`src/rtl/otp_pkg.sv`:
```
package otp_pkg;
    typedef enum logic [1:0] {S_IDLE, S_FETCH, S_BURN, S_HOLD} seq_state_t;

    localparam logic [5:0] OP_READ   = 6'h00;
    localparam logic [5:0] OP_ARM    = 6'h02;
    localparam logic [5:0] OP_DISARM = 6'h03;
    localparam logic [5:0] OP_BURN   = 6'h0A;

    localparam logic [7:0] OFF_MODE   = 8'h00;
    localparam logic [7:0] OFF_OPCODE = 8'h04;
    localparam logic [7:0] OFF_GO     = 8'h08;
    localparam logic [7:0] OFF_STAT   = 8'h0C;
    localparam logic [7:0] OFF_RD0    = 8'h10;
    localparam logic [7:0] OFF_ADDR   = 8'h28;
    localparam logic [7:0] OFF_WD0    = 8'h2C;
    localparam logic [7:0] OFF_RD1    = 8'h5C;
    localparam logic [7:0] OFF_WD1    = 8'h64;

    // key expected at each unlock step
    function automatic logic [31:0] unlock_key(input logic [1:0] step);
        unique case (step)
            2'd0: unlock_key = 32'hF;
            2'd1: unlock_key = 32'h4;
            2'd2: unlock_key = 32'h8;
            2'd3: unlock_key = 32'hD;
        endcase
    endfunction

    function automatic logic [7:0] wd_offset(input int w);
        wd_offset = (w == 0) ? OFF_WD0 : OFF_WD1;
    endfunction
endpackage

```
`src/rtl/otp_unlock.sv`:
```
module otp_unlock
    import otp_pkg::*;
(
    input  logic        clk,
    input  logic        rst_n,
    input  logic        launch,
    input  logic [5:0]  opcode,
    input  logic [31:0] key_word,
    output logic        armed
);
    logic [1:0] step;

    always_ff @(posedge clk or negedge rst_n) begin
        if (!rst_n) begin
            step  <= 2'd0;
            armed <= 1'b0;
        end else if (launch) begin
            if (opcode == OP_ARM) begin
                if (key_word == unlock_key(step)) begin
                    if (step == 2'd3) begin
                        armed <= 1'b1;
                        step  <= 2'd0;
                    end else begin
                        step <= step + 2'd1;
                    end
                end else begin
                    step <= 2'd0;
                end
            end else begin
                step <= 2'd0;
                if (opcode == OP_DISARM) armed <= 1'b0;
            end
        end
    end
endmodule

```
`src/rtl/otp_fuse_array.sv`:
```
module otp_fuse_array #(
    parameter int ROW_AW = 4,
    parameter int ROW_W  = 64
) (
    input  logic              clk,
    input  logic              rst_n,
    input  logic [ROW_AW-1:0] row_sel,
    input  logic              burn_en,
    input  logic [ROW_W-1:0]  burn_bits,
    output logic [ROW_W-1:0]  row_q
);
    localparam int ROWS = 1 << ROW_AW;

    logic [ROW_W-1:0] fuse [ROWS];

    always_ff @(posedge clk or negedge rst_n) begin
        if (!rst_n) begin
            for (int i = 0; i < ROWS; i++) fuse[i] <= '0;
        end else if (burn_en) begin
            fuse[row_sel] <= fuse[row_sel] | burn_bits;
        end
    end

    assign row_q = fuse[row_sel];
endmodule

```
`src/rtl/otp_seq.sv`:
```
module otp_seq
    import otp_pkg::*;
#(
    parameter int ROW_W       = 64,
    parameter int BASE_CYC    = 4,
    parameter int PER_BIT_CYC = 1
) (
    input  logic             clk,
    input  logic             rst_n,
    input  logic             launch,
    input  logic             go,
    input  logic [5:0]       opcode,
    input  logic             armed,
    input  logic [ROW_W-1:0] cur_row,
    input  logic [ROW_W-1:0] burn_data,
    output logic             idle,
    output logic             done,
    output logic             capture,
    output logic             burn_en
);
    localparam int CW = $clog2(BASE_CYC + PER_BIT_CYC * ROW_W + 1);

    seq_state_t state, state_nx;
    logic [CW-1:0] cnt;
    logic [CW-1:0] burn_load;

    assign burn_load = CW'(BASE_CYC + PER_BIT_CYC * $countones(burn_data & ~cur_row));

    always_comb begin
        state_nx = state;
        unique case (state)
            S_IDLE: if (launch) begin
                if (opcode == OP_READ)               state_nx = S_FETCH;
                else if (opcode == OP_BURN && armed) state_nx = S_BURN;
                else                                 state_nx = S_HOLD;
            end
            S_FETCH: state_nx = S_HOLD;
            S_BURN:  if (cnt == '0) state_nx = S_HOLD;
            S_HOLD:  if (!go) state_nx = S_IDLE;
        endcase
    end

    always_ff @(posedge clk or negedge rst_n) begin
        if (!rst_n) begin
            state <= S_IDLE;
            cnt   <= '0;
        end else begin
            state <= state_nx;
            if (state == S_IDLE) cnt <= burn_load;
            else if (state == S_BURN && cnt != '0) cnt <= cnt - 1'b1;
        end
    end

    always_comb begin
        idle    = (state == S_IDLE);
        done    = (state == S_HOLD);
        capture = (state == S_FETCH);
        burn_en = (state == S_BURN) && (cnt == '0);
    end
endmodule

```
`src/rtl/otp_fuse_ctrl.sv`:
```
module otp_fuse_ctrl
    import otp_pkg::*;
#(
    parameter int WORDS       = 2,
    parameter int ROW_AW      = 4,
    parameter int BASE_CYC    = 4,
    parameter int PER_BIT_CYC = 1
) (
    input  logic        clk,
    input  logic        rst_n,
    input  logic        reg_wr,
    input  logic [7:0]  reg_waddr,
    input  logic [31:0] reg_wdata,
    input  logic [7:0]  reg_raddr,
    output logic [31:0] reg_rdata
);
    localparam int ROW_W = 32 * WORDS;

    logic                   cpu_en;
    logic [5:0]             opcode_q;
    logic                   go_q, go_prev;
    logic [15:0]            addr_q;
    logic [WORDS-1:0][31:0] wd_q;
    logic [WORDS-1:0][31:0] rd_q;
    logic                   launch, seq_idle, seq_done, capture, burn_en, armed;
    logic [ROW_W-1:0]       cur_row;

    always_ff @(posedge clk or negedge rst_n) begin
        if (!rst_n) begin
            cpu_en   <= 1'b0;
            opcode_q <= '0;
            go_q     <= 1'b0;
            go_prev  <= 1'b0;
            addr_q   <= '0;
        end else begin
            go_prev <= go_q;
            if (reg_wr) begin
                unique case (reg_waddr)
                    OFF_MODE:   cpu_en   <= reg_wdata[0];
                    OFF_OPCODE: opcode_q <= reg_wdata[5:0];
                    OFF_GO:     go_q     <= reg_wdata[0];
                    OFF_ADDR:   addr_q   <= reg_wdata[15:0];
                    default: ;
                endcase
            end
        end
    end

    for (genvar w = 0; w < WORDS; w++) begin : g_word
        always_ff @(posedge clk or negedge rst_n) begin
            if (!rst_n) begin
                wd_q[w] <= '0;
                rd_q[w] <= '0;
            end else begin
                if (reg_wr && reg_waddr == wd_offset(w)) wd_q[w] <= reg_wdata;
                if (capture) rd_q[w] <= cur_row[32*w +: 32];
            end
        end
    end

    assign launch = cpu_en && go_q && !go_prev && seq_idle;

    otp_unlock u_unlock (
        .clk(clk), .rst_n(rst_n), .launch(launch), .opcode(opcode_q),
        .key_word(wd_q[0]), .armed(armed)
    );

    otp_fuse_array #(.ROW_AW(ROW_AW), .ROW_W(ROW_W)) u_array (
        .clk(clk), .rst_n(rst_n), .row_sel(addr_q[ROW_AW-1:0]),
        .burn_en(burn_en), .burn_bits(wd_q), .row_q(cur_row)
    );

    otp_seq #(.ROW_W(ROW_W), .BASE_CYC(BASE_CYC), .PER_BIT_CYC(PER_BIT_CYC)) u_seq (
        .clk(clk), .rst_n(rst_n), .launch(launch), .go(go_q), .opcode(opcode_q),
        .armed(armed), .cur_row(cur_row), .burn_data(wd_q), .idle(seq_idle),
        .done(seq_done), .capture(capture), .burn_en(burn_en)
    );

    always_comb begin
        reg_rdata = '0;
        unique case (reg_raddr)
            OFF_MODE:   reg_rdata = {31'd0, cpu_en};
            OFF_OPCODE: reg_rdata = {26'd0, opcode_q};
            OFF_GO:     reg_rdata = {31'd0, go_q};
            OFF_STAT:   reg_rdata = {29'd0, armed, seq_done, 1'b0};
            OFF_RD0:    reg_rdata = rd_q[0];
            OFF_ADDR:   reg_rdata = {16'd0, addr_q};
            OFF_WD0:    reg_rdata = wd_q[0];
            OFF_RD1:    reg_rdata = (WORDS > 1) ? rd_q[WORDS-1] : '0;
            OFF_WD1:    reg_rdata = (WORDS > 1) ? wd_q[WORDS-1] : '0;
            default:    reg_rdata = '0;
        endcase
    end
endmodule

```
`config.mk`:
```
export PLATFORM = sky130hd
export DESIGN_NAME = otp_fuse_ctrl
export DESIGN_NICKNAME = d
export VERILOG_FILES = /design/src/rtl/otp_pkg.sv /design/src/rtl/otp_unlock.sv /design/src/rtl/otp_fuse_array.sv /design/src/rtl/otp_seq.sv /design/src/rtl/otp_fuse_ctrl.sv
export SDC_FILE = /design/constraint.sdc
export NUM_CORES = 2
export LEC_CHECK = 0
export BUFFER_PORTS_ARGS = -buffer_cell sky130_fd_sc_hd__buf_2
export CORE_MARGIN = 4
export CORE_UTILIZATION = 45
export CTS_BUF_LIST = sky130_fd_sc_hd__clkbuf_8
export DETAILED_ROUTE_END_ITERATION = 8
export GPL_TIMING_DRIVEN = 0
export PLACE_DENSITY = 0.66
export SETUP_SLACK_MARGIN = 0.4
export SLEW_MARGIN = 5
export SYNTH_ARGS = -nofsm -noshare
export SYNTH_HDL_FRONTEND = slang
export SYNTH_SLANG_ARGS = --single-unit
```
`constraint.sdc`:
```
create_clock -name clk -period 10.04 [get_ports clk]
set_input_delay 1.004 -clock clk [delete_from_list [all_inputs] [get_ports clk]]
set_output_delay 1.004 -clock clk [all_outputs]
set_load 0.02 [all_outputs]
```
==> results.tsv <==
stage	metric	value	unit
status	status	complete, but fails checks	
status	failing checks	max-capacitance violations, max-slew violations	
clock_network	Root Buffer	clkbuf_8	
yosys	Synth Area per Inst	10.16	µm²
route	post-route ant nets	0	
timing	Worst-Margin Slew	1542	ps
clock_network	clk_lat worst skew	980	ps
yosys	register area share after synthesis	0.5203	
route	First-pass DRT Iterations	9	
flow_run	Max Cap Viol	6	
timing	Pins Over Slew Limit	36	
floorplanning	die area	132900	µm²
floorplanning	Initial Utilization	0.4543	
grt	layer carrying the most global-route usage	met2	
yosys	Yosys reg bits	1189	
grt	met1 usage	0.4960	
timing	Tcrit/Tclk final	0.9402	
timing	setup violators final	0	
setup_path	critical path type	flop to flop	
yosys	commonest cells in the netlist	dfrtp_1, nand2_1, o21ai_0, mux2_2, mux2i_1	
yosys	leading area contributor after synthesis	dfrtp_1	
setup_path	Crit path largest cell delay	1150	ps
yosys	compound-gate portion of the synthesized area	0.1691	
grt	largest net degree at the start of global routing	161	
route	drt initial violations	6299	
yosys	most common cell in the netlist	dfrtp_1	
setup_path	data arrival time of the critical path	10270	ps
grt	met2 GRT Util	0.5192	
setup_path	Worst R2R End	u_seq.cnt[5]$_DFFE_PN0P_	
placement	I/O Buffers	79	
final_layout	final instance area	64290	µm²
placement	Post-DP HPWL	184.8	mm
floorplanning	area of the core	125900	µm²
clock_network	post_cts resized	0	
setup_path	worst flop-to-flop path startpoint	addr_q[0]$_DFFE_PN0P_	
route	Vias	48610	
timing	Hold Vio Cnt, Final	0	
timing	Final TNS setup	0	ps
placement	Placer Congestion	1.110	
setup_path	Worst Path Required	10870	ps
yosys	share of flip-flops with an asynchronous set or reset	1.000	
placement	dpl cell area	59960	µm²
clock_network	CTS tree	done	
timing	worst rel slew slack	-0.02828	
min_path	Hold/Removal Path Class	input port to flop	
floorplanning	chip height	364.5	µm
final_layout	share of post-route cells with drive strength above 1	0.1514	
yosys	post-synthesis instance total	5627	
yosys	XOR/XNOR Fraction of Synth Area	0.001685	
setup_path	Most common cell on crit path	fa_1	
setup_path	Worst path slowest cell	clkbuf_1	
grt	first-pass GRT wire length	351.6	mm
route	vias per cell	6.277	
power_and_ir_drop	total power	12.65	mW
route	final WL	251.3	mm
clock_network	Num CTS Buffers	195	
final_layout	Net count, final	6078	
min_path	Hold Crit Start	reg_wdata[19]	
yosys	Ys Warns	0	
floorplanning	Cell Rows	130	
grt	total gr overflow	0	
grt	vias in the first global route	47040	
clock_network	clk buf depth	3	
yosys	Synth top area share	0.5203	
yosys	Synthesized Nets	5790	
timing	f_max	0.1059	GHz
setup_path	CP Max Fanout	10	
setup_path	Worst Setup Start Kind	flop	
timing	fin crit period	9439	ps
yosys	EDFF count, synth	0	
grt	Tot GR Track Use	0.3763	
yosys	top cells by area, synth	dfrtp_1, o21ai_0, mux2_2	
yosys	Post-Syn Area	57190	µm²
setup_path	r2r setup slk	600	ps
route	DRC viols	0	
power_and_ir_drop	Pleak	29.94	nW
min_path	hold worst-path end	wd_q[51]$_DFFE_PN0P_	
clock_network	clock sinks	1189	
setup_path	Worst setup EP type	flop	
timing	clock skew	36.95	ps
floorplanning	IO Pins	83	
timing	hold slack	286.8	ps
floorplanning	die width	364.5	µm
grt	antenna violations before repair	12	
yosys	combinational family with the most area after synthesis	compound AO/OA/AOI/OAI gates	
min_path	number of instances on the worst hold path	2	
timing	RSZ-0062 raised after global routing	no	
yosys	top_reg_cell synth	dfrtp_1	
yosys	synth unique cells	57	
route	Routed WL per cell	32.45	µm
yosys	post-synthesis mux area share	0.1254	
final_layout	Area Overhead vs Synth	12.42	%
power_and_ir_drop	Peak VDD IR	112.2	µV
clock_network	clock-pin slew on the worst setup and hold paths	70	ps
yosys	adder-cell share of the synthesized area	0.03251	
grt	grt met3 use	0.1350	
yosys	Post-Synth Simple-Gate Area	0.1031	
final_layout	filler instances	11690	
clock_network	Clock H-tree levels	4	
setup_path	Worst Reg-to-Reg Cells	25	
power_and_ir_drop	power density over the cells	196.7	nW/µm²
==> worst max-delay path by stage <==
stage,from,to,slack [ps],depth (start not counted)
finish,addr_q[0]$_DFFE_PN0P_,u_seq.cnt[5]$_DFFE_PN0P_,600,25
global route,addr_q[0]$_DFFE_PN0P_,u_seq.cnt[5]$_DFFE_PN0P_,570,25
CTS,addr_q[2]$_DFFE_PN0P_,u_seq.cnt[5]$_DFFE_PN0P_,960,23
detailed placement,addr_q[2]$_DFFE_PN0P_,u_seq.cnt[5]$_DFFE_PN0P_,950,23
global placement,rst_n,u_array.fuse[817]$_DFFE_PN0P_,-18440,1
floorplan,addr_q[1]$_DFFE_PN0P_,u_seq.cnt[5]$_DFFE_PN0P_,3170,27
==> state kept, by name (all words and copies together) (netlist names) <==
signal	cells
u_array.fuse	1024
rd_q	64
wd_q	64
addr_q	16
u_seq.cnt	7
opcode_q	6
u_seq.state	2
u_unlock.step	2
cpu_en	1
go_prev	1
go_q	1
u_unlock.armed	1
==> worst max-delay path, delay by kind of cell, from the launching register on <==
family / cells / cell delay, ps
AO/OA/AOI/OAI: 4 / 1110
XOR/XNOR: 1 / 160
adder cells (fa/ha/maj): 10 / 4520
buffers and inverters: 7 / 2070
flip-flops: 1 / 350
multiplexers: 1 / 80
AND/OR/NAND/NOR: 2 / 1020
==> stage by stage <==
step | instances | worst slack, ps | util
after floorplan | 5627 | 3174 | -
after global placement | 7356 | -18440 | 0.4738
after detailed placement | 7367 | 951.4 | 0.4763
after CTS | 7728 | 958.7 | 0.5104
after global routing | 7731 | 572.4 | 0.5104
final | 7743 | 600.8 | 0.5107
==> cell type report <==
type	count	area (µm²)	share of cell area
Antenna cell	15	37.54	0.0005838
Buffer	412	1831	0.02847
Clock buffer	264	3633	0.05651
Clock inverter	96	650.6	0.01012
Inverter	244	915.9	0.01425
Multi-Input combinational cell	3782	24710	0.3844
Sequential cell	1189	29750	0.4628
Tap cell	1650	2064	0.03211
Timing Repair Buffer	91	694.4	0.01080
==> per-layer routing <==
metal / share of wire / vias to the layer above
met5: 0.00023 / -
met4: 0.080 / 4
met3: 0.12 / 717
met2: 0.40 / 2913
met1: 0.40 / 24720
li1: - / 20260
==> placed cells by master (no fill, tap or decap), types with 13 or more instances in the layout <==
cell type	instances
dfrtp_1	1189
nand2_1	1024
o21ai_0	892
mux2_2	345
mux2i_1	325
inv_1	295
clkbuf_1	271
clkbuf_8	264
nor2_1	204
buf_2	168
a22o_1	143
o22ai_1	130
o21ai_1	78
nor3_1	70
nor2b_1	69
a221o_1	66
a211oi_1	65
o21a_1	64
fa_1	61
ha_1	51
o211a_2	39
a222oi_1	29
clkinv_2	26
o211a_1	25
buf_4	22
nand4_1	17
diode_2	15
buf_1	13
==> report_power, final <==
group          switching (mW)  total [mW]  internal, mW
registers               0.265        5.34          5.08
logic                    1.87        2.66         0.787
clock network            2.16        4.65          2.49
==> repair_timing <==
item,4_1_cts,5_1_grt
buffers inserted,0,0
hold endpoints to repair,61,0
setup endpoints to repair,0,0
hold buffers,1,0
==> cells by family (layout without fill, tap and decap cells) <==
logic type                 Yosys count  after routing
AOI/OAI and AO/OA                 1556           1556
xor gates and xnor gates            11             11
adders and majority gates          112            112
buffers and inverters              656           1107
DFF                               1189           1189
muxes                              673            673
other                                0             15
and+or+nand+nor                   1430           1430
(Power assumes the default switching activity.)
